$ cat config.mk
export PLATFORM = sky130hd
export DESIGN_NAME = cr_timer16
export DESIGN_NICKNAME = d
export VERILOG_FILES = /design/src/rtl/crt_pkg.sv /design/src/rtl/crt_fall_det.sv /design/src/rtl/crt_core.sv /design/src/rtl/cr_timer16.sv
export SDC_FILE = /design/constraint.sdc
export NUM_CORES = 1
export LEC_CHECK = 0
export ABC_CLOCK_PERIOD_IN_PS = 3010
export CELL_PAD_IN_SITES_DETAIL_PLACEMENT = 2
export CELL_PAD_IN_SITES_GLOBAL_PLACEMENT = 2
export CORE_ASPECT_RATIO = 0.9
export CORE_MARGIN = 2
export CORE_UTILIZATION = 35
export CTS_CLUSTER_SIZE = 14
export DETAILED_ROUTE_END_ITERATION = 6
export HOLD_SLACK_MARGIN = 0.1
export MAX_ROUTING_LAYER = met4
export PLACE_DENSITY = 0.86
export SLEW_MARGIN = 20
export SYNTH_ARGS = -nofsm -noshare
export SYNTH_HDL_FRONTEND = slang
export SYNTH_SLANG_ARGS = --single-unit
$ cat constraint.sdc
create_clock -name clk -period 3.01 [get_ports clk]
set_input_delay 0.903 -clock clk [delete_from_list [all_inputs] [get_ports clk]]
set_output_delay 0.903 -clock clk [all_outputs]
set_load 0.02 [all_outputs]
$ cat src/rtl/crt_pkg.sv
package crt_pkg;

    localparam int BYTE_W = 8;
    localparam int ADDR_W = 3;

    localparam logic [ADDR_W-1:0] A_CTRL   = 3'd0;
    localparam logic [ADDR_W-1:0] A_MODE   = 3'd1;
    localparam logic [ADDR_W-1:0] A_CNT_LO = 3'd2;
    localparam logic [ADDR_W-1:0] A_CNT_HI = 3'd3;
    localparam logic [ADDR_W-1:0] A_CAP_LO = 3'd4;
    localparam logic [ADDR_W-1:0] A_CAP_HI = 3'd5;

    typedef enum logic [1:0] {
        M_OFF,
        M_RELOAD,
        M_CAPTURE,
        M_BAUD
    } tmode_e;

    // Field order is software visible (bit 7 first).
    typedef struct packed {
        logic ovf_flag;
        logic ext_flag;
        logic rx_clk;
        logic tx_clk;
        logic ext_en;
        logic run;
        logic cnt_sel;
        logic cap_sel;
    } ctrl_t;

    function automatic tmode_e decode_mode(ctrl_t c);
        if (!c.run)
            return M_OFF;
        if (c.rx_clk || c.tx_clk)
            return M_BAUD;
        return c.cap_sel ? M_CAPTURE : M_RELOAD;
    endfunction

endpackage

$ cat src/rtl/crt_fall_det.sv
module crt_fall_det (
    input  logic clk,
    input  logic rst,
    input  logic tick,
    input  logic pin,
    output logic level,
    output logic fall
);

    logic samp_q;
    logic prev_q;

    always_ff @(posedge clk) begin
        if (rst) begin
            samp_q <= 1'b0;
            prev_q <= 1'b0;
        end else if (tick) begin
            samp_q <= pin;
            prev_q <= samp_q;
        end
    end

    assign level = samp_q;
    assign fall  = tick & prev_q & ~samp_q;

endmodule

$ cat src/rtl/crt_core.sv
module crt_core
    import crt_pkg::*;
#(
    parameter int CNT_W  = 16,
    localparam int HALF_W = CNT_W / 2
) (
    input  logic              clk,
    input  logic              rst,
    input  tmode_e            mode,
    input  logic              step,
    input  logic              dcen,
    input  logic              up,
    input  logic              ext_edge,
    input  logic              wr_cnt_lo,
    input  logic              wr_cnt_hi,
    input  logic              wr_cap_lo,
    input  logic              wr_cap_hi,
    input  logic [HALF_W-1:0] wdata,
    output logic [CNT_W-1:0]  cnt,
    output logic [CNT_W-1:0]  cap,
    output logic              wrap,
    output logic              ext_hit
);

    localparam logic [CNT_W-1:0] ALL1 = '1;

    logic [CNT_W-1:0] cnt_q, cnt_n;
    logic [CNT_W-1:0] cap_q, cap_n;

    always_comb begin
        cnt_n   = cnt_q;
        cap_n   = cap_q;
        wrap    = 1'b0;
        ext_hit = 1'b0;

        if (step) begin
            case (mode)
                M_CAPTURE: begin
                    cnt_n = cnt_q + 1'b1;
                    wrap  = (cnt_q == ALL1);
                end
                M_RELOAD, M_BAUD: begin
                    if (mode == M_RELOAD && dcen && !up) begin
                        if (cnt_q == cap_q) begin
                            cnt_n = ALL1;
                            wrap  = 1'b1;
                        end else begin
                            cnt_n = cnt_q - 1'b1;
                        end
                    end else if (cnt_q == ALL1) begin
                        cnt_n = cap_q;
                        wrap  = 1'b1;
                    end else begin
                        cnt_n = cnt_q + 1'b1;
                    end
                end
                default: ;
            endcase
        end

        if (wr_cap_lo) cap_n[HALF_W-1:0]     = wdata;
        if (wr_cap_hi) cap_n[CNT_W-1:HALF_W] = wdata;

        if (ext_edge) begin
            if (mode == M_CAPTURE) begin
                cap_n   = cnt_q;
                ext_hit = 1'b1;
            end else if (mode == M_RELOAD && !dcen) begin
                cnt_n   = cap_q;
                ext_hit = 1'b1;
            end
        end

        if (wr_cnt_lo || wr_cnt_hi) begin
            cnt_n = cnt_q;
            wrap  = 1'b0;
            if (wr_cnt_lo) cnt_n[HALF_W-1:0]     = wdata;
            if (wr_cnt_hi) cnt_n[CNT_W-1:HALF_W] = wdata;
        end
    end

    always_ff @(posedge clk) begin
        if (rst) begin
            cnt_q <= '0;
            cap_q <= '0;
        end else begin
            cnt_q <= cnt_n;
            cap_q <= cap_n;
        end
    end

    assign cnt = cnt_q;
    assign cap = cap_q;

endmodule

$ cat src/rtl/cr_timer16.sv
module cr_timer16
    import crt_pkg::*;
(
    input  logic              clk,
    input  logic              rst,
    input  logic              tick,
    input  logic              cnt_pin,
    input  logic              trig_pin,
    input  logic              wr_en,
    input  logic [ADDR_W-1:0] addr,
    input  logic [BYTE_W-1:0] wdata,
    output logic [BYTE_W-1:0] rdata,
    output logic              irq,
    output logic              ovf_pulse
);

    localparam int CNT_W = 2 * BYTE_W;
    localparam int NPIN  = 2;
    localparam int P_CNT = 0;
    localparam int P_TRG = 1;

    ctrl_t            ctrl_q, ctrl_n;
    logic             dcen_q;
    tmode_e           mode;
    logic [NPIN-1:0]  pin_v, pin_lvl, pin_fall;
    logic [CNT_W-1:0] cnt_v, cap_v;
    logic             wrap, ext_hit, step, ext_edge, cnt_fall, cnt_sel, ovf_flag;
    logic             wr_ctrl, wr_mode, wr_cnt_lo, wr_cnt_hi, wr_cap_lo, wr_cap_hi;
    logic             wr_cnt_any, wr_cap_any;

    assign mode     = decode_mode(ctrl_q);
    assign pin_v    = {trig_pin, cnt_pin};

    for (genvar i = 0; i < NPIN; i++) begin : g_pin
        crt_fall_det u_det (
            .clk   (clk),
            .rst   (rst),
            .tick  (tick),
            .pin   (pin_v[i]),
            .level (pin_lvl[i]),
            .fall  (pin_fall[i])
        );
    end

    assign cnt_fall = pin_fall[P_CNT];
    assign cnt_sel  = ctrl_q.cnt_sel;
    assign step     = cnt_sel ? cnt_fall : tick;
    assign ext_edge = pin_fall[P_TRG] & ctrl_q.ext_en;
    assign ovf_flag = ctrl_q.ovf_flag;

    assign wr_ctrl    = wr_en && (addr == A_CTRL);
    assign wr_mode    = wr_en && (addr == A_MODE);
    assign wr_cnt_lo  = wr_en && (addr == A_CNT_LO);
    assign wr_cnt_hi  = wr_en && (addr == A_CNT_HI);
    assign wr_cap_lo  = wr_en && (addr == A_CAP_LO);
    assign wr_cap_hi  = wr_en && (addr == A_CAP_HI);
    assign wr_cnt_any = wr_cnt_lo | wr_cnt_hi;
    assign wr_cap_any = wr_cap_lo | wr_cap_hi;

    crt_core #(.CNT_W(CNT_W)) u_core (
        .clk       (clk),
        .rst       (rst),
        .mode      (mode),
        .step      (step),
        .dcen      (dcen_q),
        .up        (pin_lvl[P_TRG]),
        .ext_edge  (ext_edge),
        .wr_cnt_lo (wr_cnt_lo),
        .wr_cnt_hi (wr_cnt_hi),
        .wr_cap_lo (wr_cap_lo),
        .wr_cap_hi (wr_cap_hi),
        .wdata     (wdata),
        .cnt       (cnt_v),
        .cap       (cap_v),
        .wrap      (wrap),
        .ext_hit   (ext_hit)
    );

    // Hardware flag events are applied after the software write.
    always_comb begin
        ctrl_n = ctrl_q;
        if (wr_ctrl)
            ctrl_n = ctrl_t'(wdata);
        if (wrap && mode == M_RELOAD && dcen_q)
            ctrl_n.ext_flag = ~ctrl_q.ext_flag;
        if (ext_hit)
            ctrl_n.ext_flag = 1'b1;
        if (wrap && mode != M_BAUD)
            ctrl_n.ovf_flag = 1'b1;
    end

    always_ff @(posedge clk) begin
        if (rst) begin
            ctrl_q    <= '0;
            dcen_q    <= 1'b0;
            ovf_pulse <= 1'b0;
        end else begin
            ctrl_q    <= ctrl_n;
            ovf_pulse <= wrap && (mode == M_BAUD);
            if (wr_mode)
                dcen_q <= wdata[0];
        end
    end

    assign irq = ctrl_q.ovf_flag | (ctrl_q.ext_flag & ~dcen_q);

    always_comb begin
        case (addr)
            A_CTRL:   rdata = ctrl_q;
            A_MODE:   rdata = {{(BYTE_W-1){1'b0}}, dcen_q};
            A_CNT_LO: rdata = cnt_v[BYTE_W-1:0];
            A_CNT_HI: rdata = cnt_v[CNT_W-1:BYTE_W];
            A_CAP_LO: rdata = cap_v[BYTE_W-1:0];
            A_CAP_HI: rdata = cap_v[CNT_W-1:BYTE_W];
            default:  rdata = '0;
        endcase
    end

endmodule

## Yosys cells after proc, flatten, opt, wreduce, memory -nomap -nowiden

Index checks and enable logic that the tools add are counted.

| cells by class | value |
|---|---|
| add/sub/neg operators | 2 |
| equality and inequality tests | 13 |
| muxes and demuxes | 37 |
| bitwise gates (word level) | 11 |
| reduce and logical (&&, ||, !) cells | 21 |

Operators by type and width:

| cell | number |
|---|---|
| $mux 16 | 10 |
| $pmux 8 s6 | 1 |
| $mux 8 | 5 |
| $pmux 16 s2 | 1 |
| $add 16x1->16 const B | 1 |
| $eq 16x16->1 | 1 |
| $eq 16x16->1 const B | 1 |
| $sub 16x1->16 const B | 1 |
| $mux 1 | 14 |
| $logic_and 1x1->1 | 13 |
| $mux 2 | 5 |
| $and 1x1->1 | 6 |
| $eq 3x2->1 const B | 2 |
| $eq 3x3->1 const B | 2 |
| $eq 2x2->1 const B | 2 |
| $ne 2x1->1 const B | 2 |
| $not 1->1 | 4 |
| $eq 3x1->1 const B | 1 |
| $logic_not 3->1 | 1 |
| $reduce_bool 3->1 | 1 |
| $eq 2x1->1 const B | 1 |
| $logic_not 1->1 | 2 |
| $logic_or 1x1->1 | 2 |
| $ne 2x2->1 const B | 1 |
| 4 further kinds | 4 |

| storage, ports and cells | value |
|---|---|
| flip-flop bits (word level) | 46 |
| bits of input ports | 17 |
| output and inout port bits | 10 |
| logic and storage cells | 101 |

## Longest topological paths before layout

| logic depth | value |
|---|---|
| depth in word-level cells | 16 |
| gate-level depth with buffers | 9 |
| mapped depth without buffers | 7 |

## Modules after synthesis

Synthesis repeated with hierarchy kept, for this count alone.

| unflattened totals | value |
|---|---|
| cells, all modules | 570 |
| area total of the unflattened synthesis | 4345.4 µm² |

Modules (own cells, without submodules):

| module | times used | cells an instance | area each (µm²) | seq. area each (µm²) |
|---|---|---|---|---|
| crt_core | 1 | 444 | 3273.1 | 640.6 |
| cr_timer16 | 1 | 112 | 917.1 | 200.2 |
| crt_fall_det | 2 | 7 | 77.6 | 40.0 |

## Least setup slack after synthesis

Ideal clock, no wire load.

| path | value |
|---|---|
| path kind | input to output |
| from | in addr[0] |
| to | out rdata[2] |
| data arrival time | 2.257 ns |
| required time | 2.107 ns |
| slack | -0.150 ns |
| cell stages on the path | 5 |
| path buffers | 2 |
| cells stage by stage | buf_1 -> buf_1 -> and3_1 -> a21oi_1 -> o21ai_0 |

| on the way | value |
|---|---|
| longest elaborated chain between the ends | 2 |
| elaborated cells on any way between the ends | 7 |

Ends and longest elaborated chain:

| item | RTL line | text |
|---|---|---|
| start: declaration | cr_timer16.sv:10 | `input logic [ADDR_W-1:0] addr,` |
| $eq 3x3->1, or another cell as far along | cr_timer16.sv:108 | `case (addr)` |
| $pmux 8 s6 * | cr_timer16.sv:108 |  |
| end: declaration | cr_timer16.sv:12 | `output logic [BYTE_W-1:0] rdata,` |

Mark *: on every way between the ends. The rest lies on a longest branch, timed or not.

## Worst setup path in the final report

| path | value |
|---|---|
| from | in addr[2] |
| to | out rdata[4] |

The elaborated chain is that of the path after synthesis.

==> out/metrics.yaml <==
outcome: "complete, but fails checks"
failed_checks: "negative setup slack"
clk_transition_reported_paths_ns: 0.07
timing.critical_path.slowest_stage_cell: "sky130_fd_sc_hd__dlygate4sd2_1"
drive_gt1_share_pct: 20.8
numCtsBuffers: 5
power_frac_comb_pct: 26.4
post_synth_instance_area_um2: 4180
antenna_violating_nets_post_route: 0
dp_hpwl_um: 18900
rr_startpoint: "u_core.cnt[8]$_SDFFE_PP0P_"
placed_cell_area_um2: 5120
syn-num-nets: 576
multi_input_area_um2: 3080
synth.yosys.warnings: 0
r2r_slack_ns: 0.08
switching_share_pct: 36.4
synth-edff-count: 0
setup.worst_path.class: "in -> out"
gpl.final_weighted_congestion: 0.933
die_area_um2: 12800
globalRouteOverflowTotal: 0
avgSynthCellArea_um2: 7.50
drtPass1Iterations: 5
critical_path.endpoint_type: "output pin"
ios: 27
power.sequential.fraction_pct: 37.6
root_buffer: "sky130_fd_sc_hd__clkbuf_16"
final-setup-viol-count: 2
path_cells: "dlygate4sd2_1 -> nor2_1 -> buf_4 -> a22oi_2 -> o22ai_1 -> buf_4"
route.vias.total: 5602
vias_per_cell: 7.14
core_area_um2: 11500
worst_setup_path_startpoint: "addr[2]"
final.setup_skew_ns: 0.0144
fill_cells: 1290
synthesis.instances: 557
critical-path-max-stage-delay_ns: 0.31
worst_ir_drop_vdd_uv: 206
clkLatencyLatePin_ns: 0.31
worst-path-buf-inv: 3
worstMarginPinSlew_ns: 0.714
achievable-frequency_ghz: 0.322
die_width_um: 119
clock_power_share_pct: 36.0
io_buffer_count: 26
final_cell_area_um2: 5340
diodes: 0
r2r_end: "u_core.cnt[4]$_SDFFE_PP0P_"
pwr_density_cell_nw_per_um2: 332
design_power_total_mw: 1.77
cts_tree: "built"
portion_of_the_post_synthesis_area_used_by_sequential_elements_pct: 22.0
drv_slew: 0
rsz0062_at_grt: "true"
timing.hold.worst_endpoint: "g_pin[0].u_det.prev_q$_SDFFE_PP0P_"
wirelength_um: 26700
cp_top_family: "buffers and inverters"
drt_iter0_markers: 729
r2r.worst_path.cells: 7
avgRoutedWirePerCell_um: 34.0
fin_util_pct: 46.3
leakage_nw: 2.22
critPathLaunchType: "primary input"
required_ns: 2.11
internal_power_mw: 1.13
grt_antenna_before_repair: 0
cp_num_cells: 6
grt_first_pass_wirelength_um: 39700
clock_tree.buffer_depth: 2
grt_start_max_net_pins: 31
yosys_register_bits: 46
initial_utilization_pct: 36.3
layout_area_growth_over_synthesis_pct: 27.7
grt_pass1_vias: 6051
post-route-min-period_ns: 3.10
chipHeight_um: 108
cts_num_sinks: 46
cap_viol_max_count: 0
fp-row-count: 37
ys_dominant_reg_cell: "sky130_fd_sc_hd__dfxtp_1"
final_nets: 647
min_delay_path_depth: 2
cts_max_level: 2
async_reset_ff_share_pct: 0
arrival_ns: 2.20
layout_setup_ws_ns: -0.0919
hold_buffers: 0
cpMostUsedCell: "sky130_fd_sc_hd__buf_4"
hp-start: "g_pin[0].u_det.prev_q$_SDFFE_PP0P_"
track_usage_pct: 43.2
timing.hold.ws_ns: 0.522
max-slew-margin-rel_pct: 52.0
worst_hold_path_type: "reg -> reg"
worstPathMaxFanout: 6
detail_route.drc_violations: 0
final-seq-area_um2: 921
fin_crit_sh_pct: 103
hold_viol_final: 0
yosys.cell_types.count: 71
power_switching_mw: 0.644
-- how the worst max path moves through the flow --
stage | to
final | rdata[4]
after detailed placement | rdata[6]
after global placement | rdata[7]
after global routing | rdata[4]
after floorplan | rdata[2]
after CTS | rdata[4]
-- metal layers --
layer	vias to the layer above	GRT usage [%]	routed length [um]
met4	0	30.1	2130
met5	-	-	0
met3	207	10.4	2550
met1	2729	49.4	10100
li1	2229	-	-
met2	437	67.2	12000
-- per-stage QoR --
step           instances  worst slack, ns  TNS, ns
4_1_cts              785           0.0127        0
6_report             785          -0.0919  -0.0955
5_1_grt              785          -0.0929   -0.133
2_1_floorplan        557          0.00231        0
3_5_place_dp         774           -0.844    -6.39
3_3_place_gp         774           -0.622    -4.61
-- synth_stat cells (12+ instances only) --
| cell type | count | area, um^2 |
|---|---|---|
| sky130_fd_sc_hd__clkbuf_1 | 26 | 97.6 |
| sky130_fd_sc_hd__o21ai_0 | 21 | 105 |
| sky130_fd_sc_hd__nor2_1 | 72 | 270 |
| sky130_fd_sc_hd__a211oi_1 | 19 | 143 |
| sky130_fd_sc_hd__dfxtp_1 | 46 | 921 |
| sky130_fd_sc_hd__nor3_1 | 18 | 90.1 |
| sky130_fd_sc_hd__mux2i_1 | 37 | 370 |
| sky130_fd_sc_hd__a21oi_1 | 26 | 130 |
| sky130_fd_sc_hd__nand2_1 | 39 | 146 |
| sky130_fd_sc_hd__xnor2_1 | 16 | 140 |
| sky130_fd_sc_hd__xor2_1 | 24 | 210 |
| sky130_fd_sc_hd__buf_1 | 12 | 45.0 |
| sky130_fd_sc_hd__nand4_1 | 15 | 93.8 |
| sky130_fd_sc_hd__nand3_1 | 14 | 70.1 |
-- worst register-to-register path, stage by stage (launching register included) --
cell	delay (ns)
sky130_fd_sc_hd__dfxtp_1	0.43
sky130_fd_sc_hd__buf_4	0.27
sky130_fd_sc_hd__xor2_1	0.11
sky130_fd_sc_hd__nor4_1	0.61
sky130_fd_sc_hd__nand4_1	0.27
sky130_fd_sc_hd__and2_1	0.41
sky130_fd_sc_hd__a2111oi_0	0.60
sky130_fd_sc_hd__a211o_1	0.19
-- sequential cells by signal, indices dropped and copies added (netlist names) --
signal,count
ovf_pulse,1
dcen_q,1
u_core.cap,16
g_pin.u_det.level,2
g_pin.u_det.prev_q,2
ctrl_q,6
ovf_flag,1
u_core.cnt,16
cnt_sel,1
-- cell families (layout without fill, tap and decap cells) --
kind of cell               count (synthesis)  in the layout  share of synthesized area [%]
DFF                                       46             46                           22.0
xor gates and xnor gates                  40             40                           8.38
adders and majority gates                  2              2                          0.599
muxes                                     43             43                           10.5
AOI/OAI and AO/OA                        152            152                           25.5
and+or+nand+nor                          219            219                           27.5
buffers and inverters                     55            127                           5.57
-- power by group through the flow --
stage,registers [mW],logic [mW],clock network [mW]
3_3_place_gp,0.675,0.391,0
4_1_cts,0.663,0.441,0.612
2_1_floorplan,0.656,0.236,0
3_5_place_dp,0.677,0.425,0
5_1_grt,0.667,0.481,0.644
6_report,0.667,0.467,0.637
-- timing repair --
action	CTS	global route
setup buffers	2	0
pin swaps	1	0
endpoints found under the hold margin	0	0
setup endpoints to repair	8	5
cloned	1	0
gates resized for setup	52	2
-- layout make-up --
| cell class | instances | share of cell area [%] |
|---|---|---|
| timing repair buffer | 113 | 18.1 |
| inverter | 6 | 0.422 |
| tap | 156 | 3.66 |
| clock buffer | 5 | 2.34 |
| clock inverter | 3 | 0.469 |
| multi-input combinational | 456 | 57.8 |
| sequential | 46 | 17.3 |
-- cells in the final DEF (no fill, tap or decap), types with 3 or more instances in the layout --
| cell type | synthesis | final |
|---|---|---|
| sky130_fd_sc_hd__buf_4 | 0 | 82 |
| sky130_fd_sc_hd__nor2_1 | 72 | 71 |
| sky130_fd_sc_hd__dfxtp_1 | 46 | 46 |
| sky130_fd_sc_hd__nand2_1 | 39 | 39 |
| sky130_fd_sc_hd__mux2i_1 | 37 | 35 |
| sky130_fd_sc_hd__a21oi_1 | 26 | 26 |
| sky130_fd_sc_hd__xor2_1 | 24 | 24 |
| sky130_fd_sc_hd__o21ai_0 | 21 | 19 |
| sky130_fd_sc_hd__a211oi_1 | 19 | 19 |
| sky130_fd_sc_hd__nor3_1 | 18 | 18 |
| sky130_fd_sc_hd__xnor2_1 | 16 | 16 |
| sky130_fd_sc_hd__nand4_1 | 15 | 15 |
| sky130_fd_sc_hd__nand3_1 | 14 | 14 |
| sky130_fd_sc_hd__clkdlybuf4s50_1 | 0 | 14 |
| sky130_fd_sc_hd__nor4_1 | 9 | 9 |
| sky130_fd_sc_hd__o211ai_1 | 9 | 9 |
| sky130_fd_sc_hd__and3_1 | 8 | 8 |
| sky130_fd_sc_hd__o22ai_1 | 8 | 8 |
| sky130_fd_sc_hd__or3_1 | 8 | 8 |
| sky130_fd_sc_hd__a31oi_1 | 7 | 7 |
| sky130_fd_sc_hd__buf_2 | 9 | 7 |
| sky130_fd_sc_hd__inv_1 | 6 | 6 |
| sky130_fd_sc_hd__a22oi_1 | 7 | 6 |
| sky130_fd_sc_hd__o21ai_1 | 4 | 6 |
| sky130_fd_sc_hd__nand2b_1 | 5 | 5 |
| sky130_fd_sc_hd__mux2_2 | 5 | 5 |
| sky130_fd_sc_hd__a211o_1 | 5 | 5 |
| sky130_fd_sc_hd__clkbuf_16 | 0 | 5 |
| sky130_fd_sc_hd__buf_12 | 0 | 5 |
| sky130_fd_sc_hd__a21o_1 | 4 | 4 |
| sky130_fd_sc_hd__o31ai_1 | 4 | 4 |
| sky130_fd_sc_hd__a221oi_1 | 5 | 4 |
| sky130_fd_sc_hd__and2_1 | 3 | 3 |
| sky130_fd_sc_hd__a32oi_1 | 3 | 3 |
| sky130_fd_sc_hd__nand4b_1 | 3 | 3 |
| sky130_fd_sc_hd__o221ai_1 | 5 | 3 |
| sky130_fd_sc_hd__a221o_1 | 3 | 3 |
Note: power is estimated with default switching activity, not from simulation.
